### src/rtl/scan_seq_pkg.sv
package scan_seq_pkg;

  typedef enum logic [1:0] {
    SRC_ZERO  = 2'd0,
    SRC_FLUSH = 2'd1,
    SRC_VEC   = 2'd2
  } srcSel_e;

  typedef enum logic [2:0] {
    ST_IDLE  = 3'd0,
    ST_FLUSH = 3'd1,
    ST_SHIFT = 3'd2,
    ST_CAPT  = 3'd3,
    ST_DONE  = 3'd4
  } seqState_e;

  // strobes from control to datapath
  typedef struct packed {
    logic    loadVec;
    logic    shiftVec;
    logic    capt;
    srcSel_e src;
    logic    patBit;
  } dpCtl_t;

endpackage

### src/rtl/scan_seq_ctrl.sv
module scan_seq_ctrl
  import scan_seq_pkg::*;
#(
  parameter int CHAIN_LEN = 32,
  parameter int NUM_VEC   = 16,
  parameter int PH_W      = $clog2(CHAIN_LEN + 4),
  parameter int VI_W      = $clog2(NUM_VEC + 1),
  parameter int CY_W      = $clog2((NUM_VEC + 2) * CHAIN_LEN + NUM_VEC + 5)
) (
  input  logic            clk,
  input  logic            rst,
  input  logic            start,
  input  logic            vecValid,
  output logic            vecTake,
  output logic            testCtl,
  output logic            chainEn,
  output logic            respValid,
  output logic            flushChk,
  output logic            flushBit,
  output logic            done,
  output logic [CY_W-1:0] cycleCnt,
  output dpCtl_t          dpCtl
);

  localparam logic [PH_W-1:0] FLUSH_LAST = PH_W'(CHAIN_LEN + 3);
  localparam logic [PH_W-1:0] SHIFT_LAST = PH_W'(CHAIN_LEN - 1);
  localparam logic [PH_W-1:0] CHAIN_P    = PH_W'(CHAIN_LEN);
  localparam logic [VI_W-1:0] VEC_LAST   = VI_W'(NUM_VEC);

  seqState_e       state, stateNxt;
  logic [PH_W-1:0] phaseCnt;
  logic [VI_W-1:0] vecIdx;
  logic            unloadPh;
  logic            haveResp;
  logic            needVec;
  logic            stall;
  logic            running;
  logic [PH_W-1:0] flushOff;

  assign running  = (state == ST_FLUSH) || (state == ST_SHIFT) || (state == ST_CAPT);
  assign needVec  = (state == ST_SHIFT) && (phaseCnt == '0) && !unloadPh;
  assign stall    = needVec && !vecValid;
  assign chainEn  = running && !stall;
  assign testCtl  = !((state == ST_FLUSH) || (state == ST_SHIFT));
  assign vecTake  = needVec && vecValid;
  assign respValid = (state == ST_SHIFT) && haveResp && !stall;
  assign flushOff = phaseCnt - CHAIN_P;
  assign flushChk = (state == ST_FLUSH) && (phaseCnt >= CHAIN_P);
  assign flushBit = flushChk && flushOff[1];
  assign done     = (state == ST_DONE);

  always_comb begin
    dpCtl          = '0;
    dpCtl.src      = SRC_ZERO;
    dpCtl.loadVec  = vecTake;
    dpCtl.shiftVec = (state == ST_SHIFT) && !stall && !vecTake;
    dpCtl.capt     = (state == ST_CAPT);
    dpCtl.patBit   = phaseCnt[1];
    if (state == ST_FLUSH)
      dpCtl.src = SRC_FLUSH;
    else if ((state == ST_SHIFT) && !unloadPh)
      dpCtl.src = SRC_VEC;
  end

  always_comb begin
    stateNxt = state;
    case (state)
      ST_IDLE,
      ST_DONE:  if (start) stateNxt = ST_FLUSH;
      ST_FLUSH: if (phaseCnt == FLUSH_LAST) stateNxt = ST_SHIFT;
      ST_SHIFT: if (!stall && (phaseCnt == SHIFT_LAST))
                  stateNxt = unloadPh ? ST_DONE : ST_CAPT;
      ST_CAPT:  stateNxt = ST_SHIFT;
      default:  stateNxt = ST_IDLE;
    endcase
  end

  always_ff @(posedge clk) begin
    if (rst) begin
      state    <= ST_IDLE;
      phaseCnt <= '0;
      vecIdx   <= '0;
      unloadPh <= 1'b0;
      haveResp <= 1'b0;
      cycleCnt <= '0;
    end else begin
      state <= stateNxt;
      if ((state == ST_IDLE) || (state == ST_DONE)) begin
        if (start) begin
          phaseCnt <= '0;
          vecIdx   <= '0;
          unloadPh <= 1'b0;
          haveResp <= 1'b0;
          cycleCnt <= '0;
        end
      end else if (chainEn) begin
        cycleCnt <= cycleCnt + 1'b1;
        if (vecTake) vecIdx <= vecIdx + 1'b1;
        case (state)
          ST_FLUSH: begin
            if (phaseCnt == FLUSH_LAST) begin
              phaseCnt <= '0;
              unloadPh <= (NUM_VEC == 0);
            end else begin
              phaseCnt <= phaseCnt + 1'b1;
            end
          end
          ST_SHIFT: begin
            if (phaseCnt == SHIFT_LAST) phaseCnt <= '0;
            else                        phaseCnt <= phaseCnt + 1'b1;
          end
          ST_CAPT: begin
            phaseCnt <= '0;
            haveResp <= 1'b1;
            unloadPh <= (vecIdx == VEC_LAST);
          end
          default: ;
        endcase
      end
    end
  end

endmodule

### src/rtl/scan_seq_dp.sv
module scan_seq_dp
  import scan_seq_pkg::*;
#(
  parameter int CHAIN_LEN = 32,
  parameter int PI_W      = 8
) (
  input  logic                 clk,
  input  logic                 rst,
  input  dpCtl_t               dpCtl,
  input  logic [CHAIN_LEN-1:0] vecState,
  input  logic [PI_W-1:0]      vecPi,
  output logic                 scanIn,
  output logic [PI_W-1:0]      piOut,
  output logic                 piValid
);

  logic [CHAIN_LEN-1:0] stateReg;
  logic [PI_W-1:0]      piReg;

  always_ff @(posedge clk) begin
    if (rst) begin
      stateReg <= '0;
      piReg    <= '0;
    end else if (dpCtl.loadVec) begin
      stateReg <= {vecState[CHAIN_LEN-2:0], 1'b0};
      piReg    <= vecPi;
    end else if (dpCtl.shiftVec) begin
      stateReg <= {stateReg[CHAIN_LEN-2:0], 1'b0};
    end
  end

  always_comb begin
    case (dpCtl.src)
      SRC_FLUSH: scanIn = dpCtl.patBit;
      SRC_VEC:   scanIn = dpCtl.loadVec ? vecState[CHAIN_LEN-1] : stateReg[CHAIN_LEN-1];
      default:   scanIn = 1'b0;
    endcase
  end

  assign piOut   = piReg;
  assign piValid = dpCtl.capt;

endmodule

### src/rtl/scan_test_seq.sv
module scan_test_seq
  import scan_seq_pkg::*;
#(
  parameter int CHAIN_LEN = 32,
  parameter int NUM_VEC   = 16,
  parameter int PI_W      = 8
) (
  input  logic                 clk,
  input  logic                 rst,
  input  logic                 start,
  input  logic                 vecValid,
  input  logic [CHAIN_LEN-1:0] vecState,
  input  logic [PI_W-1:0]      vecPi,
  output logic                 vecTake,
  output logic                 testCtl,
  output logic                 chainEn,
  output logic                 scanIn,
  output logic [PI_W-1:0]      piOut,
  output logic                 piValid,
  output logic                 respValid,
  output logic                 flushChk,
  output logic                 flushBit,
  output logic                 done
);

  localparam int TOTAL = (NUM_VEC + 2) * CHAIN_LEN + NUM_VEC + 4;
  localparam int CY_W  = $clog2(TOTAL + 1);

  dpCtl_t          dpCtl;
  logic [CY_W-1:0] cycleCnt;

  scan_seq_ctrl #(
    .CHAIN_LEN(CHAIN_LEN),
    .NUM_VEC  (NUM_VEC),
    .CY_W     (CY_W)
  ) uCtrl (
    .clk      (clk),
    .rst      (rst),
    .start    (start),
    .vecValid (vecValid),
    .vecTake  (vecTake),
    .testCtl  (testCtl),
    .chainEn  (chainEn),
    .respValid(respValid),
    .flushChk (flushChk),
    .flushBit (flushBit),
    .done     (done),
    .cycleCnt (cycleCnt),
    .dpCtl    (dpCtl)
  );

  scan_seq_dp #(
    .CHAIN_LEN(CHAIN_LEN),
    .PI_W     (PI_W)
  ) uDp (
    .clk     (clk),
    .rst     (rst),
    .dpCtl   (dpCtl),
    .vecState(vecState),
    .vecPi   (vecPi),
    .scanIn  (scanIn),
    .piOut   (piOut),
    .piValid (piValid)
  );

endmodule

### config.mk
export PLATFORM = sky130hd
export DESIGN_NAME = scan_test_seq
export DESIGN_NICKNAME = d
export VERILOG_FILES = /design/src/rtl/scan_seq_pkg.sv /design/src/rtl/scan_seq_ctrl.sv /design/src/rtl/scan_seq_dp.sv /design/src/rtl/scan_test_seq.sv
export SDC_FILE = /design/constraint.sdc
export NUM_CORES = 1
export LEC_CHECK = 0
export BUFFER_PORTS_ARGS = -buffer_cell sky130_fd_sc_hd__buf_2
export CAP_MARGIN = 20
export CORE_ASPECT_RATIO = 1.25
export CORE_MARGIN = 4
export CORE_UTILIZATION = 25
export CTS_BUF_LIST = sky130_fd_sc_hd__clkbuf_8
export DETAILED_ROUTE_END_ITERATION = 10
export GPL_ROUTABILITY_DRIVEN = 0
export SLEW_MARGIN = 20
export SYNTH_ARGS = -nofsm -noshare
export SYNTH_HDL_FRONTEND = slang
export SYNTH_HIERARCHICAL = 1
export SYNTH_SLANG_ARGS = --single-unit
### constraint.sdc
create_clock -name clk -period 4 [get_ports clk]
set_clock_uncertainty 0.2 [all_clocks]
set_input_delay 0 -clock clk [delete_from_list [all_inputs] [get_ports clk]]
set_output_delay 0 -clock clk [all_outputs]
set_load 0.01 [all_outputs]
==> results of run 1 <==
-- power breakdown --
group | switching (mW) | internal (mW) | leakage (nW)
Clock | 0.184 | 0.124 | 0.0460
Combinational | 0.396 | 0.349 | 0.892
Sequential | 0.0963 | 0.648 | 0.446
-- repair_timing --
item | in CTS | in global routing
setup endpoints to repair | 0 | 0
hold buffers | 40 | 0
endpoints found under the hold margin | 47 | 0
-- sequential cells by signal, indices dropped and copies added, names as in the netlist --
name and flops:
uCtrl/haveResp 1, uDp/stateReg 31, uCtrl/unloadPh 1, uCtrl/vecIdx 5, uDp/piOut 8, uCtrl/phaseCnt 6, uCtrl/state 3
-- per-stage QoR --
step                      power, mW  util [%]  hold WS [ns]
after CTS                      1.82      33.0        0.0424
after detailed placement       1.47      28.8        0.0474
after global routing           1.94      33.0         0.107
after global placement         1.46      28.8        0.0361
after floorplan                1.36         -        -0.121
final                          1.80      33.0        0.0631
-- layout by cell type (no fill, tap or decap), types with 4 or more instances in the layout --
cell type and count:
nor3_1 5, inv_1 11, ha_1 6, clkbuf_8 5, nand2_1 16, dlygate4sd3_1 40
a21oi_1 14, a211oi_2 30, nor2b_1 35, nor2_1 19, buf_2 60, o21ai_0 7
dfxtp_1 55, nand3_1 7, mux2i_1 42, or3_1 4
-- worst max path at each step --
stage	start	end	slack, ns	cells after the start
after floorplan	uCtrl/phaseCnt[1]	uDp/stateReg[10]	1.63	9
after global placement	uCtrl/state[1]	uDp/stateReg[25]	1.41	4
after detailed placement	uCtrl/state[1]	uDp/stateReg[26]	1.33	4
after CTS	uCtrl/state[1]	scanIn	1.26	6
after global routing	uCtrl/state[1]	scanIn	1.08	6
final	uCtrl/state[1]	scanIn	1.31	6
-- layout make-up --
| type | instances | area [µm²] | area share, % |
|---|---|---|---|
| sequential | 55 | 1100 | 28.5 |
| clock inverter | 3 | 20.0 | 0.517 |
| tap | 161 | 201 | 5.21 |
| inverter | 12 | 45.0 | 1.16 |
| timing repair buffer | 103 | 723 | 18.7 |
| clock buffer | 5 | 68.8 | 1.78 |
| multi-input combinational | 222 | 1710 | 44.2 |
-- layer usage --
layer / GRT usage [%] / routed length, µm / up-vias / share of wire, %
li1: - / - / 1284 / -
met1: 12.3 / 3070 / 1182 / 44
met5: 0 / 0 / - / 0
met4: 2.77 / 78 / 0 / 1.1
met2: 18.3 / 3580 / 48 / 51
met3: 2.11 / 249 / 7 / 3.6
-- worst max-delay path, delay by kind of cell (launching register included) --
| kind | cells | cell delay [ns] |
|---|---|---|
| AND/OR/NAND/NOR | 2 | 0.72 |
| flip-flops | 1 | 0.70 |
| buffers and inverters | 2 | 0.44 |
| multiplexers | 1 | 0.22 |
| AO/OA/AOI/OAI | 1 | 0.09 |
==> run summary, run 1 <==
The run gives 2649 as the via count of the first global-routing pass. The count of buffers added on input and output ports is 60. For the number of CTS-inserted buffers, the log shows 5. The final-report setup violation count is 0. Counting tap cells, the placed design contains a total of 513 instances. The max-slew violation total from the final report came out at 0. The biggest cell delay along the critical path came out at 0.70 ns. For this run, the detailed router's first-pass iteration total came to 4. Entering global routing, the biggest net connects 51 pins.

Once detailed placement completed, the half-perimeter wirelength came to 5020 µm. The tools report the number of cells in the finished layout apart from fillers as 561. Counting along the longest clock path gives a buffer depth of 2. The total power density per cell area works out to 464 mW/mm². The cell area that synthesis handed to floorplanning was 0.00304 mm².

For the gate count of the mapped netlist, the log shows 313. In the final design database the tool counted 449 nets. The number of maximum-capacitance violations is 0. The slowest stage of the critical path belongs to the cell dfxtp_1. For the final routed database, the setup TNS stands at 0 ns. The die covers 0.0140 mm². The layout has 1252 filler cells.

Number of antenna violations at the first check in global routing: 0. Of the cells placed in the final design, the portion with a size suffix greater than 1 is 27.5%. For the number of synthesis warnings, the log shows 6.

For the finished layout, the period the worst path requires is 2.69 ns. At the pin with the least slew margin, the transition time is 0.927 ns. For the first-pass GRT wire length, the log shows 12000 µm. The tools report the final-report hold violation count as 0.

The logs give 0.31 ns for the clock latency at the later pin of the worst-skew pair and 2.49 ns for the critical path arrival. The number of nets handed over by synthesis was 363. The logs give 3.80 ns for the required time at the worst-slack endpoint and 0 for the number of post-CTS setup repair buffers. Headroom to the max-slew limit came out at 38.2%. The post-detailed-route DRC marker count is 0.

Number of cells on the worst hold path: 4. Row generation in the floorplan step produced 44 rows. The setup path with the least slack is of type flip-flop to primary output. Setup repair after global routing left no endpoint under its margin. Antenna diode count: 0. The H-tree generated during clock tree synthesis spans 2 levels. In the finished design, the share of the clock period the worst path needs comes to 67.2%. The placed instances occupy a cell area of 0.00338 mm². The global-route usage over all layers is 10.2%, and the effective utilization at floorplan is 25.9%. For this block, the routed nets add up to 6980 µm of wire.

From bottom edge to top edge, the die measures 131 µm. The routed layout has 2521 vias. The type of element launching the critical path was a flip-flop. Derived from the worst setup path, the maximum achievable clock frequency is 372 MHz.

For this block, the initial DRC count from the detailed router was 111. For this run the aggregate overflow at the end of global routing stands at 0. The worst hold path terminates at uCtrl/vecIdx[0]. The finished cells cover 0.00387 mm².

Relative to the synthesized area, the layout overhead comes to 27.5%. Once the clock tree was built, the resizer swapped 0 gates to a different size. For this design the static power due to leakage is 1.38 nW.

The average via count per standard cell works out to 4.49. Counting every sink on the clock net gives 55. TritonCTS built the clock tree. The number of top-level pins is 61.

In this run the worst hold path is classified as input port to flip-flop. The worst reg-to-reg path cell count was 4; the maximum resistive drop on vdd was 0.270 mV. The worst register-to-register path begins at uCtrl/state[1]. In this run the standard cell core region covers 0.0117 mm². The critical path goes through nor4b_4, nor3b_2, buf_4, mux2i_1, o22ai_1, buf_2. In this run the worst path has a maximum fanout of 26.

End of the worst register-to-register path: uDp/stateReg[26]. The master cell of the clock root buffer is clkbuf_8. The flow ran to the end, and the final reports show no timing, DRC or antenna violations. The setup check on the worst reg-to-reg path leaves a slack of 1.33 ns. The tools report the launch point of the worst hold path as vecValid. The die is 107 µm wide.

The clock-pin slew on the worst setup and hold paths works out to 0.10 ns. In this run the remaining antenna-violating nets after routing total 0. OpenSTA, run right after detailed placement, puts the worst setup slack at 1.33 ns.

A synthesized cell averages 9.70 µm². In the post-route analysis, the smallest setup slack over all paths is 1.31 ns. After detailed routing, the average wire length per cell comes to 12.4 µm. STA classifies the critical path endpoint as a primary output.
(Power assumes the default switching activity.)
==> run 2, diff against run 1 <==
- clock period: 4 -> 2.4 ns (I/O delays scaled with it)
==> run summary, run 2 (synthesis gave the netlist of run 1 again) <==
The run finished with clean final reports. The run gives 2621 (+4.0%) as the overall via count from detail_route. The tools report the via count of the first global-routing pass as 2617 (-1.2%). The height of the chip works out to 131 µm (unchanged). The final-report hold violation count is 0 (unchanged), and the largest buffer count on any clock path is 2 (unchanged). The number of antenna violations at the first check in global routing was 0 (unchanged); the floorplan die width was 107 µm (unchanged). The run gives 62.1% (+24 points) as the tightest slew margin relative to the limit. In this run the most used layer during global routing was met2. The H-tree level count is 2 (unchanged), and the synthesis-to-finish area growth is 34.7%. The logs give 1200 (-4.2%) for the number of filler cells placed in the layout and 25.9% (unchanged) for the effective utilization at floorplan. The fraction of final layout cells sized beyond drive strength 1 is 31.3% (+3.7 points).

CTS placed an instance of clkbuf_8 at the clock tree root. Number of maximum-capacitance violations: 0 (unchanged). For this run, the top clock speed supported by timing is 447 MHz.

The largest net degree at the start of global routing is 38 (-25%), and the global routing usage on met2 is 19.0% (+0.70 points). More flip-flops sit in one register than any other, and that register is uDp/stateReg. The met1 track demand over resource in global routing came out at 13.2% (+0.95 points). The tools report the leakage power total as 1.49 nW (+7.9%).

The run gives 2.20 ns (-1.60 ns) as the required time at the worst-slack endpoint. Post-layout net count: 465 (+3.6%). Setup repair after global routing left no endpoint under its margin.

Die footprint: 0.0140 mm² (unchanged). The path category of the worst min-delay check is input port to flip-flop. The critical setup path kind was flip-flop to primary output.

The tools report the register-to-register setup slack as 0.17 ns (-1.16 ns). The quantity of I/O buffers inserted on ports was 60 (unchanged). Average via count per standard cell: 4.54 (+1.1%). STA classifies the critical path endpoint as a primary output. For the half-perimeter wire length after placement, the log shows 5140 µm (+2.3%).

Remaining number of nets flagged by the antenna check after routing: 0 (unchanged). The clock latency at the later pin of the worst-skew pair is 0.31 ns (about the same), and the core box area is 0.0117 mm² (unchanged). Detail-routed net length per standard cell: 13.5 µm (+8.5%).

The tools report the final design instance area without fill as 0.00409 mm² (+5.7%). The number of CTS-inserted buffers was 5 (unchanged); the total power density per cell area was 796 mW/mm² (+71%). After layout, the worst path uses 93.3% of the clock period. The detailed router's first-iteration violation count came out at 67 (-40%).

The tools report the global routing met3 resource utilization as 2.45% (+0.34 points). The post-detailed-route DRC marker count is 0 (unchanged). The first-pass GRT wire length came out at 12600 µm (+5.0%). The number of top-level pins was 61 (unchanged); the number of standard-cell rows in the floorplan was 44 (unchanged). Total wire length after detailed routing: 7790 µm (+12%). The transition time at the pin with the least slew margin is 0.561 ns (-0.366 ns). The antenna diode count was 0 (unchanged); the highest fanout seen on the critical path was 6 (-77%). The logs give 0 ns (unchanged) for the setup TNS after final layout and 2.04 ns (-0.45 ns) for the critical path arrival. The run gives 0 (unchanged) as the max-slew violation total from the final report.

The tools report the leftover overflow at the end of global routing as 0 (unchanged). The count of TritonRoute iterations in the first routing pass is 4 (unchanged). The library cell used most frequently in the layout, excluding fill and tap cells, is buf_2.

For the finished layout, the period the worst path requires is 2.24 ns. The clock-pin slew on the worst setup and hold paths is 0.11 ns (about the same). The library cells used most frequently in the layout, excluding fill and tap cells, are buf_2 (60), dfxtp_1 (53), dlygate4sd3_1 (42), mux2i_1 (42), nor2b_1 (34). TritonCTS built the clock tree. The worst setup path is launched from a flip-flop. Global-route usage over all layers: 10.9% (+0.71 points). The number of flip-flops in the largest register was 31 (unchanged).

The logs give 0.00345 mm² (+2.1%) for the placed standard-cell area and 55 (unchanged) for the number of clock sinks. The final-report setup violation count was 0 (unchanged); the maximum resistive drop on vdd was 0.497 mV (+84%).
-- run 2: changes by cell type in the layout (fill, tap and decap cells not counted), moves of 2 or more --
| cell | change |
|---|---|
| buf_4 | +10 |
| buf_12 | +2 |
| dfxtp_1 | -2 |
| dfxtp_2 | +2 |
| dlygate4sd3_1 | +2 |
-- run 2: area by class of cell --
type	count	area [µm²]	area share [%]
clock buffer	5	68.8	1.68
timing repair buffer	119	916	22.4
sequential	55	1100	27.0
tap	161	201	4.93
clock inverter	3	27.5	0.673
inverter	12	45.0	1.10
multi-input combinational	222	1730	42.2
-- run 2: critical path, stage by stage, from the launching register on --
cell and delay, ns:
dfxtp_2 0.36, inv_1 0.08, ha_1 0.14, nor2b_2 0.19, nand2_2 0.12, nor3b_4 0.28
buf_12 0.14, mux2i_1 0.18, o22ai_1 0.10, buf_2 0.14
-- run 2: path summary, 6_finish.rpt --
kind / from / endpoint / cells past startpoint
setup / recovery: uCtrl/phaseCnt[1] / scanIn / 9
hold reg to reg: uCtrl/vecIdx[0] / uCtrl/vecIdx[0] / 2
setup reg to reg: uCtrl/phaseCnt[1] / uDp/stateReg[1] / 9
hold / removal: vecValid / uCtrl/vecIdx[0] / 4
-- run 2: report_power, final --
group	internal, mW	switching, mW	total, mW
Sequential	1.08	0.116	1.20
Clock	0.215	0.333	0.548
Combinational	0.721	0.784	1.50
-- run 2: metal layers --
metal / part of all wire [%] / wire (µm)
met3: 4.5 / 350
met1: 44 / 3440
met5: 0 / 0
met2: 50 / 3860
met4: 1.7 / 132
-- run 2: stage by stage --
stage / total power, mW / std cells / hold WS (ns) / util, % / setup WS [ns]
after floorplan: 2.26 / 313 / -0.121 / - / 0.0335
after global placement: 2.50 / 521 / 0.0390 / 29.4 / 0.228
after detailed placement: 2.54 / 521 / 0.0437 / 29.4 / 0.171
after CTS: 3.21 / 573 / 0.0502 / 34.3 / 0.0239
after global routing: 3.49 / 577 / 0.111 / 34.9 / 0.0302
final: 3.25 / 577 / 0.0526 / 34.9 / 0.160
-- run 2: repair_timing --
action / CTS / global route
resized for setup: 4 / 2
pin swaps: 1 / 1
setup buffers: 1 / 3
hold buffers: 42 / 0
gates cloned: 1 / 1
endpoints found under the hold margin: 49 / 0
endpoints found under the setup margin: 1 / 2
